[config.mk]
export PLATFORM = sky130hd
export DESIGN_NAME = irq_router
export DESIGN_NICKNAME = d
export VERILOG_FILES = /design/src/rtl/irq_router_pkg.sv /design/src/rtl/irq_regbank.sv /design/src/rtl/irq_arbiter.sv /design/src/rtl/irq_router.sv
export SDC_FILE = /design/constraint.sdc
export NUM_CORES = 1
export LEC_CHECK = 0
export ABC_AREA = 1
export CORE_ASPECT_RATIO = 0.9
export CORE_UTILIZATION = 50
export DETAILED_ROUTE_END_ITERATION = 8
export GPL_TIMING_DRIVEN = 0
export PLACE_DENSITY = 0.69
export SETUP_SLACK_MARGIN = 0.4
export SYNTH_ARGS = -nofsm -noshare
export SYNTH_HDL_FRONTEND = slang
export SYNTH_SLANG_ARGS = --single-unit
export TNS_END_PERCENT = 10
[constraint.sdc]
create_clock -name clk -period 76.9 [get_ports clk]
set_input_delay 11.535 -clock clk [delete_from_list [all_inputs] [get_ports clk]]
set_output_delay 11.535 -clock clk [all_outputs]
set_load 0.02 [all_outputs]
[src/rtl/irq_router_pkg.sv]
// Shared constants for the interrupt redirection controller.
// Assumes an 8-bit internal index space and 32-bit bus words.
package irq_router_pkg;
    localparam int          IDX_W        = 8;
    localparam int          WORD_W       = 32;
    localparam int          VEC_W        = 8;
    localparam int          PRIO_W       = 4;
    localparam logic [7:0]  IDX_IDENT    = 8'h00;
    localparam logic [7:0]  IDX_VERSION  = 8'h01;
    localparam logic [7:0]  IDX_ARBIT    = 8'h02;
    localparam int          IDX_TBL_BASE = 16;
    localparam logic [7:0]  LEGACY_BASE  = 8'h30;
    localparam int          OFS_SELECT   = 0;
    localparam int          OFS_WINDOW   = 16;
endpackage

[src/rtl/irq_regbank.sv]
// Indirect register bank: an index register at OFS_SELECT picks which
// internal word the window at OFS_WINDOW reaches. Holds the mode bit,
// ID field and per-line vector/mask. Assumes NUM_IRQ*2+16 <= 256.
module irq_regbank
    import irq_router_pkg::*;
#(
    parameter int NUM_IRQ = 24,
    parameter int ADDR_W  = 5
) (
    input  logic                     clk,
    input  logic                     rst_n,
    input  logic [ADDR_W-1:0]        bus_addr,
    input  logic                     bus_wr,
    input  logic [WORD_W-1:0]        bus_wdata,
    output logic [WORD_W-1:0]        bus_rdata,
    output logic                     table_mode,
    output logic [NUM_IRQ*VEC_W-1:0] vec_flat,
    output logic [NUM_IRQ-1:0]       mask_vec
);
    localparam logic [WORD_W-1:0] VERSION_WORD = {8'h00, 8'(NUM_IRQ - 1), 8'h00, 8'h11};

    logic [IDX_W-1:0]                sel_q;
    logic [3:0]                      id_q;
    logic                            table_q;
    logic [NUM_IRQ-1:0][VEC_W-1:0]   vec_q;
    logic [NUM_IRQ-1:0]              mask_q;
    logic [WORD_W-1:0]               win_rdata;
    logic                            sel_wr;
    logic                            win_wr;
    logic                            unused_wbits;

    assign sel_wr       = bus_wr && (bus_addr == ADDR_W'(OFS_SELECT));
    assign win_wr       = bus_wr && (bus_addr == ADDR_W'(OFS_WINDOW));
    assign unused_wbits = ^{bus_wdata[31:28], bus_wdata[23:17], bus_wdata[15:8]};

    // Index register, ID field and mode bit.
    always_ff @(posedge clk) begin
        if (!rst_n) begin
            sel_q   <= '0;
            id_q    <= '0;
            table_q <= 1'b0;
        end else begin
            if (sel_wr) sel_q <= bus_wdata[IDX_W-1:0];
            if (win_wr && sel_q == IDX_IDENT) begin
                id_q    <= bus_wdata[27:24];
                table_q <= bus_wdata[0];
            end
        end
    end

    // One low-half register per line; high halves hold nothing.
    for (genvar n = 0; n < NUM_IRQ; n++) begin : g_entry
        localparam logic [IDX_W-1:0] LO_IDX = IDX_W'(IDX_TBL_BASE + 2 * n);
        // Vector and mask of line n, written through the window.
        always_ff @(posedge clk) begin
            if (!rst_n) begin
                vec_q[n]  <= '0;
                mask_q[n] <= 1'b1;
            end else if (win_wr && sel_q == LO_IDX) begin
                vec_q[n]  <= bus_wdata[VEC_W-1:0];
                mask_q[n] <= bus_wdata[16];
            end
        end
    end

    // Window read mux over the internal index space.
    always_comb begin
        win_rdata = '0;
        if (sel_q == IDX_IDENT)   win_rdata = {4'b0, id_q, 23'b0, table_q};
        if (sel_q == IDX_VERSION) win_rdata = VERSION_WORD;
        if (sel_q == IDX_ARBIT)   win_rdata = {4'b0, id_q, 24'b0};
        for (int n = 0; n < NUM_IRQ; n++) begin
            if (sel_q == IDX_W'(IDX_TBL_BASE + 2 * n))
                win_rdata = {15'b0, mask_q[n], 8'b0, vec_q[n]};
        end
    end

    // Direct bus read mux over the two visible offsets.
    always_comb begin
        bus_rdata = '0;
        if (bus_addr == ADDR_W'(OFS_SELECT)) bus_rdata = {{(WORD_W-IDX_W){1'b0}}, sel_q};
        if (bus_addr == ADDR_W'(OFS_WINDOW)) bus_rdata = win_rdata;
    end

    assign table_mode = table_q;
    assign vec_flat   = vec_q;
    assign mask_vec   = mask_q;

    AST_SEL_CAPTURE: assert property (@(posedge clk) disable iff (!rst_n)
        $past(sel_wr) |-> sel_q == $past(bus_wdata[IDX_W-1:0]));
    AST_VERSION_READ: assert property (@(posedge clk) disable iff (!rst_n)
        (bus_addr == ADDR_W'(OFS_WINDOW) && sel_q == IDX_VERSION) |-> bus_rdata == 32'h0017_0011 || NUM_IRQ != 24);
endmodule

[src/rtl/irq_arbiter.sv]
// Combinational picker: among eligible lines, chooses the highest class
// (vector[7:4]) in table mode, or the lowest line in legacy mode; ties
// resolve to the lowest line. Assumes vec_flat holds NUM_IRQ packed bytes.
module irq_arbiter
    import irq_router_pkg::*;
#(
    parameter int NUM_IRQ = 24,
    localparam int IW     = $clog2(NUM_IRQ)
) (
    input  logic [NUM_IRQ-1:0]       eligible,
    input  logic                     table_mode,
    input  logic [NUM_IRQ*VEC_W-1:0] vec_flat,
    output logic                     any,
    output logic [IW-1:0]            win_idx,
    output logic [VEC_W-1:0]         win_vec,
    output logic [PRIO_W-1:0]        win_prio
);
    logic [PRIO_W-1:0] best_key;
    logic [PRIO_W-1:0] key;

    // Scan lines upward; only a strictly larger class replaces the holder.
    always_comb begin
        any      = 1'b0;
        best_key = '0;
        win_idx  = '0;
        for (int n = 0; n < NUM_IRQ; n++) begin
            key = table_mode ? vec_flat[n*VEC_W+4 +: PRIO_W] : '0;
            if (eligible[n] && (!any || key > best_key)) begin
                any      = 1'b1;
                best_key = key;
                win_idx  = IW'(n);
            end
        end
    end

    // Vector of the chosen line, table-driven or fixed offset.
    always_comb begin
        win_vec  = table_mode ? vec_flat[win_idx*VEC_W +: VEC_W] : LEGACY_BASE + VEC_W'(win_idx);
        win_prio = win_vec[7:4];
    end

    // Winner must be one of the eligible lines.
    always_comb begin
        if (any) begin
            AST_WIN_ELIGIBLE: assert (eligible[win_idx]);
        end
    end
endmodule

[src/rtl/irq_router.sv]
// Top of the redirection controller: register bank, arbiter, and a
// registered valid/ready delivery stage with per-line service tracking.
// Assumes level-sensitive requests synchronous to clk.
module irq_router
    import irq_router_pkg::*;
#(
    parameter int NUM_IRQ = 24,
    parameter int ADDR_W  = 5
) (
    input  logic               clk,
    input  logic               rst_n,
    input  logic [ADDR_W-1:0]  bus_addr,
    input  logic               bus_wr,
    input  logic [31:0]        bus_wdata,
    output logic [31:0]        bus_rdata,
    input  logic [NUM_IRQ-1:0] irq_in,
    output logic               dlv_valid,
    input  logic               dlv_ready,
    output logic [7:0]         dlv_vector,
    output logic [3:0]         dlv_prio
);
    localparam int IW = $clog2(NUM_IRQ);

    logic                     table_mode;
    logic [NUM_IRQ*VEC_W-1:0] vec_flat;
    logic [NUM_IRQ-1:0]       mask_vec;
    logic [NUM_IRQ-1:0]       eligible;
    logic [NUM_IRQ-1:0]       served_q;
    logic [NUM_IRQ-1:0]       taken;
    logic                     any;
    logic [IW-1:0]            win_idx;
    logic [VEC_W-1:0]         win_vec;
    logic [PRIO_W-1:0]        win_prio;
    logic                     valid_q;
    logic [VEC_W-1:0]         vec_q;
    logic [PRIO_W-1:0]        prio_q;
    logic [IW-1:0]            cur_q;
    logic                     accept;

    irq_regbank #(.NUM_IRQ(NUM_IRQ), .ADDR_W(ADDR_W)) u_bank (
        .clk(clk), .rst_n(rst_n), .bus_addr(bus_addr), .bus_wr(bus_wr),
        .bus_wdata(bus_wdata), .bus_rdata(bus_rdata), .table_mode(table_mode),
        .vec_flat(vec_flat), .mask_vec(mask_vec)
    );

    assign eligible = irq_in & ~served_q & (table_mode ? ~mask_vec : {NUM_IRQ{1'b1}});
    assign accept   = valid_q && dlv_ready;
    assign taken    = accept ? (NUM_IRQ'(1) << cur_q) : '0;

    irq_arbiter #(.NUM_IRQ(NUM_IRQ)) u_arb (
        .eligible(eligible), .table_mode(table_mode), .vec_flat(vec_flat),
        .any(any), .win_idx(win_idx), .win_vec(win_vec), .win_prio(win_prio)
    );

    // Service flags: set on acceptance, cleared while the line is low.
    always_ff @(posedge clk) begin
        if (!rst_n) served_q <= '0;
        else        served_q <= (served_q | taken) & irq_in;
    end

    // Delivery stage: load a winner when idle, hold until accepted.
    always_ff @(posedge clk) begin
        if (!rst_n) begin
            valid_q <= 1'b0;
            vec_q   <= '0;
            prio_q  <= '0;
            cur_q   <= '0;
        end else if (valid_q) begin
            if (accept) valid_q <= 1'b0;
        end else if (any) begin
            valid_q <= 1'b1;
            vec_q   <= win_vec;
            prio_q  <= win_prio;
            cur_q   <= win_idx;
        end
    end

    assign dlv_valid  = valid_q;
    assign dlv_vector = vec_q;
    assign dlv_prio   = prio_q;

    AST_HOLD_STABLE: assert property (@(posedge clk) disable iff (!rst_n)
        dlv_valid && !dlv_ready |=> dlv_valid && $stable(dlv_vector) && $stable(dlv_prio));
    AST_GAP_AFTER_ACCEPT: assert property (@(posedge clk) disable iff (!rst_n)
        dlv_valid && dlv_ready |=> !dlv_valid);
    AST_NOT_RESERVED: assert property (@(posedge clk) disable iff (!rst_n)
        dlv_valid |-> !served_q[cur_q]);
    AST_PRIO_NIBBLE: assert property (@(posedge clk) disable iff (!rst_n)
        dlv_valid |-> dlv_prio == dlv_vector[7:4]);
    AST_LEGACY_MAP: assert property (@(posedge clk) disable iff (!rst_n)
        $rose(dlv_valid) && !$past(table_mode) |-> dlv_vector == LEGACY_BASE + VEC_W'(cur_q));
endmodule

==> summary.md, run 1 <==
The flow ran to the end, but the final reports show violations. The final reports fail on capacitance limit, slew limit. Setup violations remaining at the end of the flow were counted as 0. Synthesis inferred 267 register bits.

The vias per cell is 6.065, and the length of routed met2 wiring is 32.67 mm. Before CTS, the worst setup slack after placement is 33,140 ps. The distinct cell type count of the synthesized netlist was 48; the number of global-route vias before repair was 19.57k. For this design, the slowest cell found on the critical path is sky130_fd_sc_hd__buf_1. The sink count of the clock tree came out at 267. At the worst endpoint, the required time is 77,410 ps.

The die span in x is 202.6 um, and the number of warnings reported in the yosys synthesis log is 0. The detailed-placement wirelength estimate was 63.25 mm; the share of the cycle needed by the critical path after routing was 57.39%. The total area inside the core boundary comes to 35,380 um^2.

The run gives 110 as the top-level I/O count. The logs give 1.046 for the routability-driven placement congestion ratio and 0 for the post-CTS resize count. The post-route worst setup slack is 32,770 ps, and the minimum clock period is 44,130 ps. The number of instances in the synthesized netlist came out at 2,911. The largest single stage delay on the critical path is 700 ps. Wires add up to 84.22 mm.

The die is 182.5 um tall. The number of H-tree levels was 1. The tools report the post-CTS setup repair buffer count as 0.

The tools report the largest net degree at the start of global routing as 16. The number of enable-type register cells in the synthesized netlist works out to 0. The most frequently used flop master after synthesis was sky130_fd_sc_hd__dfxtp_1.

TritonCTS built the clock tree. The kind of path behind the tightest hold check was flop to flop. Of the cells placed in the final design, the portion with a size suffix greater than 1 is 5.594%. The initial antenna violation count was 2. The critical setup path kind was input pin to flop. The count of nets left with antenna violations once routing finished came out at 0. The worst-path maximum fanout was 10. Global routing used 44.59% of the available tracks across all layers. The logs give 19,480 um^2 for the post-placement cell area and 0 for the number of hold-slack violations in the final timing report.

STA classifies the critical path endpoint as a flop. The share of synthesized area occupied by flip-flops and latches is 29.52%. The core occupancy in the finished layout is 58.56%. The count of buffers from port buffering is 73, and the met1 wire length is 34.33 mm. Cell at the root of the clock tree: sky130_fd_sc_hd__clkbuf_16. The cell area that synthesis handed to floorplanning was 18,110 um^2. The net count of the finished layout is 3,189. The run gives 0 as the residual DRC count. The cell that appears most often on the critical path is sky130_fd_sc_hd__nand2_1. The initialized floorplan defines 65 standard-cell rows.

The total negative slack came out at 0 ps. The transition time at the pin with the least slew margin works out to 1613 ps. The number of detailed-routing iterations run before antenna repair is 8. At the later pin of the worst-skew pair, clock insertion delay measures 590 ps.

For this run, the top clock speed supported by timing is 0.02266 GHz. In the synthesized netlist the async set-or-reset flop fraction comes to 0%. For the final database, setup skew stands at 16.81 ps.

The first routing iteration left 2,934 violations. The tools report the largest buffer count on any clock path as 3. For this block, the via count after detailed routing is 21.40k. Summed over all layers, the global routing overflow is 0.

CTS buffer count: 31. The area growth from synthesis to layout is 14.42%. The type of element launching the critical path is an input pin.

The first global-routing pass estimated 122.5 mm of wire. Clock-pin slew was measured on the worst setup and hold paths at 70 ps. The die covers 36,980 um^2. STA puts the critical path data arrival time at 44,650 ps.

The max-cap violation count came out at 2. The final instance area was 20,720 um^2. Buffers inserted to repair hold after CTS numbered 0. Wire segments on met3 add up to 12.41 mm in the final route. The worst slew margin relative to its limit is -8.511%, and the number of max-slew violations in the final report is 6. Once the floorplan was initialized, standard cells occupied 51.18% of the core. Dividing the detail-routed wire length by the instance count gives 23.87 um. The post-synthesis area per instance works out to 6.220 um^2. Setup repair after global routing left no endpoint under its margin. The detailed router used layers up to and including met4.
[synthesized netlist by cell type (14+ instances only)]
| cell type | n | area [um^2] |
|---|---|---|
| sky130_fd_sc_hd__nor2_1 | 348 | 1306 |
| sky130_fd_sc_hd__buf_2 | 28 | 140.1 |
| sky130_fd_sc_hd__clkbuf_1 | 78 | 292.8 |
| sky130_fd_sc_hd__o21ai_0 | 273 | 1366 |
| sky130_fd_sc_hd__and2_1 | 20 | 125.1 |
| sky130_fd_sc_hd__nand2_1 | 729 | 2736 |
| sky130_fd_sc_hd__a21oi_1 | 224 | 1121 |
| sky130_fd_sc_hd__nor3_1 | 17 | 85.08 |
| sky130_fd_sc_hd__o211ai_1 | 55 | 412.9 |
| sky130_fd_sc_hd__buf_4 | 29 | 217.7 |
| sky130_fd_sc_hd__nand3_1 | 237 | 1186 |
| sky130_fd_sc_hd__o2111ai_1 | 28 | 245.2 |
| sky130_fd_sc_hd__inv_1 | 332 | 1246 |
| sky130_fd_sc_hd__o21ai_1 | 14 | 70.07 |
| sky130_fd_sc_hd__ha_1 | 92 | 1151 |
| sky130_fd_sc_hd__o21bai_1 | 18 | 135.1 |
| sky130_fd_sc_hd__dfxtp_1 | 267 | 5345 |
[cell families after synthesis]
kind of cell / count (synthesis) / share of synthesized area, %
AO/OA/AOI/OAI: 654 / 20.38
adder cells (fa/ha/maj): 92 / 6.357
buffers and inverters: 495 / 11.52
flip-flops: 267 / 29.52
other: 1 / 0.02071
AND/OR/NAND/NOR: 1402 / 32.21
[placed cells by master, fill, tap and decap left out, types with 8 or more instances in the layout]
cell and instances:
sky130_fd_sc_hd__buf_4 29, sky130_fd_sc_hd__o22ai_1 12, sky130_fd_sc_hd__clkbuf_1 80, sky130_fd_sc_hd__buf_6 11
sky130_fd_sc_hd__o21bai_1 18, sky130_fd_sc_hd__nor3_1 17, sky130_fd_sc_hd__inv_2 8, sky130_fd_sc_hd__dfxtp_1 267
sky130_fd_sc_hd__o21ai_1 14, sky130_fd_sc_hd__nor2_1 348, sky130_fd_sc_hd__buf_2 28, sky130_fd_sc_hd__clkdlybuf4s50_1 73
sky130_fd_sc_hd__o211ai_1 55, sky130_fd_sc_hd__nand2_2 12, sky130_fd_sc_hd__o2111ai_1 28, sky130_fd_sc_hd__nand2_1 729
sky130_fd_sc_hd__a21oi_1 224, sky130_fd_sc_hd__conb_1 16, sky130_fd_sc_hd__and2_1 20, sky130_fd_sc_hd__o21ai_0 273
sky130_fd_sc_hd__ha_1 92, sky130_fd_sc_hd__clkbuf_16 31, sky130_fd_sc_hd__nand3_1 237, sky130_fd_sc_hd__bufinv_16 10
sky130_fd_sc_hd__inv_1 332
[worst max-delay path, delay by kind of cell]
family	cells	cell delay [ps]
and+or+nand+nor	134	14030
buffers and inverters	39	5270
adders and majority gates	23	6890
AOI/OAI and AO/OA	53	6840
[final timing paths]
check | endpoint | slack [ps] | cells past startpoint | from
max | dlv_vector[7] | 32770 | 249 | irq_in[0]
min | u_bank.vec_flat[122] | 480 | 2 | u_bank.vec_flat[122]
max reg2reg | dlv_vector[7] | 41780 | 245 | u_bank.table_mode
min reg2reg | u_bank.vec_flat[122] | 480 | 2 | u_bank.vec_flat[122]
[cell type report]
class / instances / area (um^2)
Antenna cell: 2 / 5.005
Buffer: 149 / 785.8
Inverter: 346 / 1300
Fill cell: 3562 / 14660
Multi-Input combinational cell: 2164 / 10730
Sequential cell: 267 / 5345
Clock buffer: 40 / 879.6
Timing Repair Buffer: 73 / 730.7
Tap cell: 469 / 586.8
Clock inverter: 18 / 352.8
[flip-flops by register name, summed over array words and instances (netlist names)]
name,cells
u_bank.vec_flat,192
served_q,24
u_bank.mask_vec,24
dlv_vector,8
u_bank.sel_q,8
cur_q,5
u_bank.id_q,4
dlv_valid,1
u_bank.table_mode,1
[metrics by stage]
| stage | hold slack, ps | cells |
|---|---|---|
| final | 476.4 | 3528 |
| after global routing | 499.7 | 3526 |
| after CTS | 473.2 | 3526 |
| after detailed placement | 460.4 | 3468 |
| after global placement | 446.7 | 3468 |
| after floorplan | 431.3 | 2926 |
[metal layers]
metal  GRT usage [%]  up-vias
li1                -     9786
met1           60.58     9796
met2           62.55     1559
met3           14.54      257
met4           22.50        0
met5               0        -
Power of run 1 is left out: the tool's default activity adds up to more than one toggle a clock period on the data nets, which glitch-free logic cannot reach.
==> run 2: changes to the inputs <==
--- a/config.mk
+++ b/config.mk
@@ -10,7 +10,7 @@
 export CORE_UTILIZATION = 50
 export DETAILED_ROUTE_END_ITERATION = 8
 export GPL_TIMING_DRIVEN = 0
-export PLACE_DENSITY = 0.69
+export PLACE_DENSITY = 0.72
 export SETUP_SLACK_MARGIN = 0.4
 export SYNTH_ARGS = -nofsm -noshare
 export SYNTH_HDL_FRONTEND = slang
==> constraint.sdc (replaced) <==
create_clock -name clk -period 38.5 [get_ports clk]
set_input_delay 5.775 -clock clk [delete_from_list [all_inputs] [get_ports clk]]
set_output_delay 5.775 -clock clk [all_outputs]
set_load 0.02 [all_outputs]
==> run 2 against run 1 <==
Compared with the run above: the run now ends clean; global-route usage up 0.88 points; critical path type unchanged; design area up 1.2%; routed wire length up 2.6%; worst setup slack worse by 30000 ps; largest cell class unchanged.
==> summary.md, run 2 (synthesis results as in run 1) <==
The multi-input combinational cell area is 10,940 um^2 (+1.9%). Initial antenna violation count: 2 (unchanged). The post-route worst setup slack was 3210 ps (-29,560 ps); the largest buffer count on any clock path was 3 (unchanged). The total negative slack was 0 ps (unchanged).

Number of max-slew violations in the final report: 0 (-6). The run gives 35,790 ps (-8860 ps) as the worst path arrival time. The largest individual stage delay along the critical path comes from the cell sky130_fd_sc_hd__clkdlybuf4s50_1. For the routability-driven placement congestion ratio, the log shows 1.024 (-2.1%). The run finished with clean final reports. The minimum clock period is 35,290 ps.

For the global-route wire length before repair, the log shows 124.3 mm (+1.4%). The tools report the die area as 36,980 um^2 (unchanged). The tools report the via count of the routed design as 21.73k (+1.6%).

The share of post-route cells with drive strength above 1 came out at 7.687% (+2.1 points). The startpoint identified for the worst hold timing path is served_q[3]. The CTS buffer count is 30 (-3.2%), and the count of routing violations after the opening detailed-route iteration is 3,151 (+7.4%).

The worst-path maximum fanout is 10 (unchanged). Clock transition at the registers of the reported paths: 60 ps (about the same). The critical path is of the input pin to flop type.

Leaving out fill and tap cells, the most frequent cell in the layout is sky130_fd_sc_hd__nand2_1. The global route total overflow was 0 (unchanged). For the cts-stage hold buffer count, the log shows 0 (unchanged). Setup repair after global routing left no endpoint under its margin. The number of H-tree levels is 1 (unchanged). The tools report the sink count of the clock tree as 267 (unchanged). The post-route clock skew was 15.08 ps (-1.726 ps).

Clock tree synthesis selected as its root buffer the cell sky130_fd_sc_hd__clkbuf_16. STA classifies the critical path startpoint as an input pin. Worst setup path startpoint: irq_in[0].

The flip-flop count of the largest register after layout came out at 192 (unchanged). The number of placement rows came out at 65 (unchanged). The worst setup slack after placement is 255.3 ps (-32,890 ps). The logs give 5345 um^2 (unchanged) for the area taken by flip-flops and latches and 3,470 (+0.058%) for the cell count after placement.

The die span in x is 202.6 um (unchanged). The final critical path takes up 91.66% of the cycle. The worst slew margin relative to its limit is 2.769% (+11 points). Maximum cell stage delay along the critical path: 450 ps (-250 ps).

Top-level I/O count: 110 (unchanged). The number of global-route vias before repair was 19.45k (-0.63%). The layout-stage area growth over the synthesis result is 15.74%. The top cell types in the final layout, fill and taps aside, are 711 x sky130_fd_sc_hd__nand2_1, 345 x sky130_fd_sc_hd__nor2_1, 323 x sky130_fd_sc_hd__inv_1. The run gives 0 (unchanged) as the residual DRC count. The global routing usage summed across all routing layers is 45.47% (+0.88 points), and the count of buffers from port buffering is 73 (unchanged). The path class of the tightest hold or removal check is flop to flop. The run gives 0 (-2) as the max-cap violation count. The logs give 0 (unchanged) for the final setup violation count and 64.51 mm (+2.0%) for the detailed-placement wirelength estimate. The logs give 15 (-1) for the largest net degree at the start of global routing and 59.24% (+0.68 points) for the core occupancy in the finished layout. The placeable core region was 35,380 um^2 (unchanged). The worst register-to-register path ends at dlv_vector[5].

The tools report the fill cell total of the finished layout as 3,580 (+0.51%). The tools report the required time reported for the critical path endpoint as 39,000 ps (-38,410 ps). For the residual antenna-violating net count after detailed routing, the log shows 0 (unchanged).

Cell depth of the worst flop-to-flop path: 247 (+0.82%). The most critical setup path has its endpoint at dlv_vector[5]. The slack of the worst reg-to-reg path is 5910 ps (-35,870 ps). The vias per cell is 6.137 (+1.2%), and the post-layout instance count excluding filler cells is 3,541 (+0.37%). For the initial core utilization, the log shows 51.18% (unchanged). The number of detailed-routing iterations run before antenna repair is 8 (unchanged), and the fmax is 0.02834 GHz. The transition time at the pin with the least slew margin was 1445 ps (-167.6 ps). The routed length per instance works out to 24.41 um (+2.2%). The worst reg2reg path startpoint is u_bank.table_mode. The height of the die works out to 182.5 um (unchanged). For the number of hold-slack violations in the final timing report, the log shows 0 (unchanged). The tools report the worst-skew pair later-pin latency as 580 ps (about the same). STA classifies the critical path endpoint as a flop.

The wire length after detailed routing came out at 86.42 mm (+2.6%). The number of nets at the end of the flow is 3,205 (+0.50%). Most used cell along the critical path: sky130_fd_sc_hd__nand2_1. TritonCTS built the clock tree.
## run 2: changes by cell type in the layout (fill, tap and decap cells not counted), sizes merged
cell / change
buf: +14
bufinv: -5
clkbuf: +3
clkinv: +1
clkinvlp: +2
inv: -2
## run 2: area by class of cell
type | instances | area share, %
multi-input combinational | 2164 | 52.20
buffer | 149 | 3.904
clock buffer | 40 | 4.197
clock inverter | 14 | 0.9791
tap | 469 | 2.800
timing repair buffer | 90 | 4.072
antenna | 2 | 0.02388
sequential | 267 | 25.50
inverter | 346 | 6.316
## run 2: through the flow
step                      instance area, um^2  hold WS [ps]
final                                   20960         472.3
after global routing                    20950         493.1
after CTS                               20580         468.7
after detailed placement                19500         459.4
after global placement                  19480         451.6
after floorplan                         18160         431.3
## run 2: routing by layer
layer / wire [um] / vias up / track usage [%] / share of wire, %
li1: - / 9808 / - / -
met1: 34720 / 10060 / 62.68 / 40
met2: 33840 / 1586 / 64.36 / 39
met3: 12730 / 279 / 12.30 / 15
met4: 5134 / 0 / 23.58 / 5.9
met5: 0 / - / 0 / 0
## run 2: worst max-delay path, delay by kind of cell
| kind | cells | cell delay (ps) |
|---|---|---|
| and+or+nand+nor | 133 | 13020 |
| adders and majority gates | 23 | 6960 |
| AOI/OAI and AO/OA | 57 | 6410 |
| buffers and inverters | 36 | 3600 |
## run 2: what timing repair did
item | CTS | global route
resized for setup | 0 | 91
setup endpoints to repair | 0 | 13
buffers inserted | 0 | 15
## run 2: how the worst min path moves through the flow
| stage | depth (start not counted) | end | slack, ps |
|---|---|---|---|
| 3_3_place_gp | 2 | served_q[7] | 450 |
| 4_1_cts | 2 | served_q[3] | 470 |
| 2_1_floorplan | 2 | served_q[3] | 430 |
| 3_5_place_dp | 2 | served_q[3] | 460 |
| 6_report | 2 | served_q[3] | 470 |
| 5_1_grt | 2 | served_q[3] | 490 |
Power of run 2 is left out for the same reason.
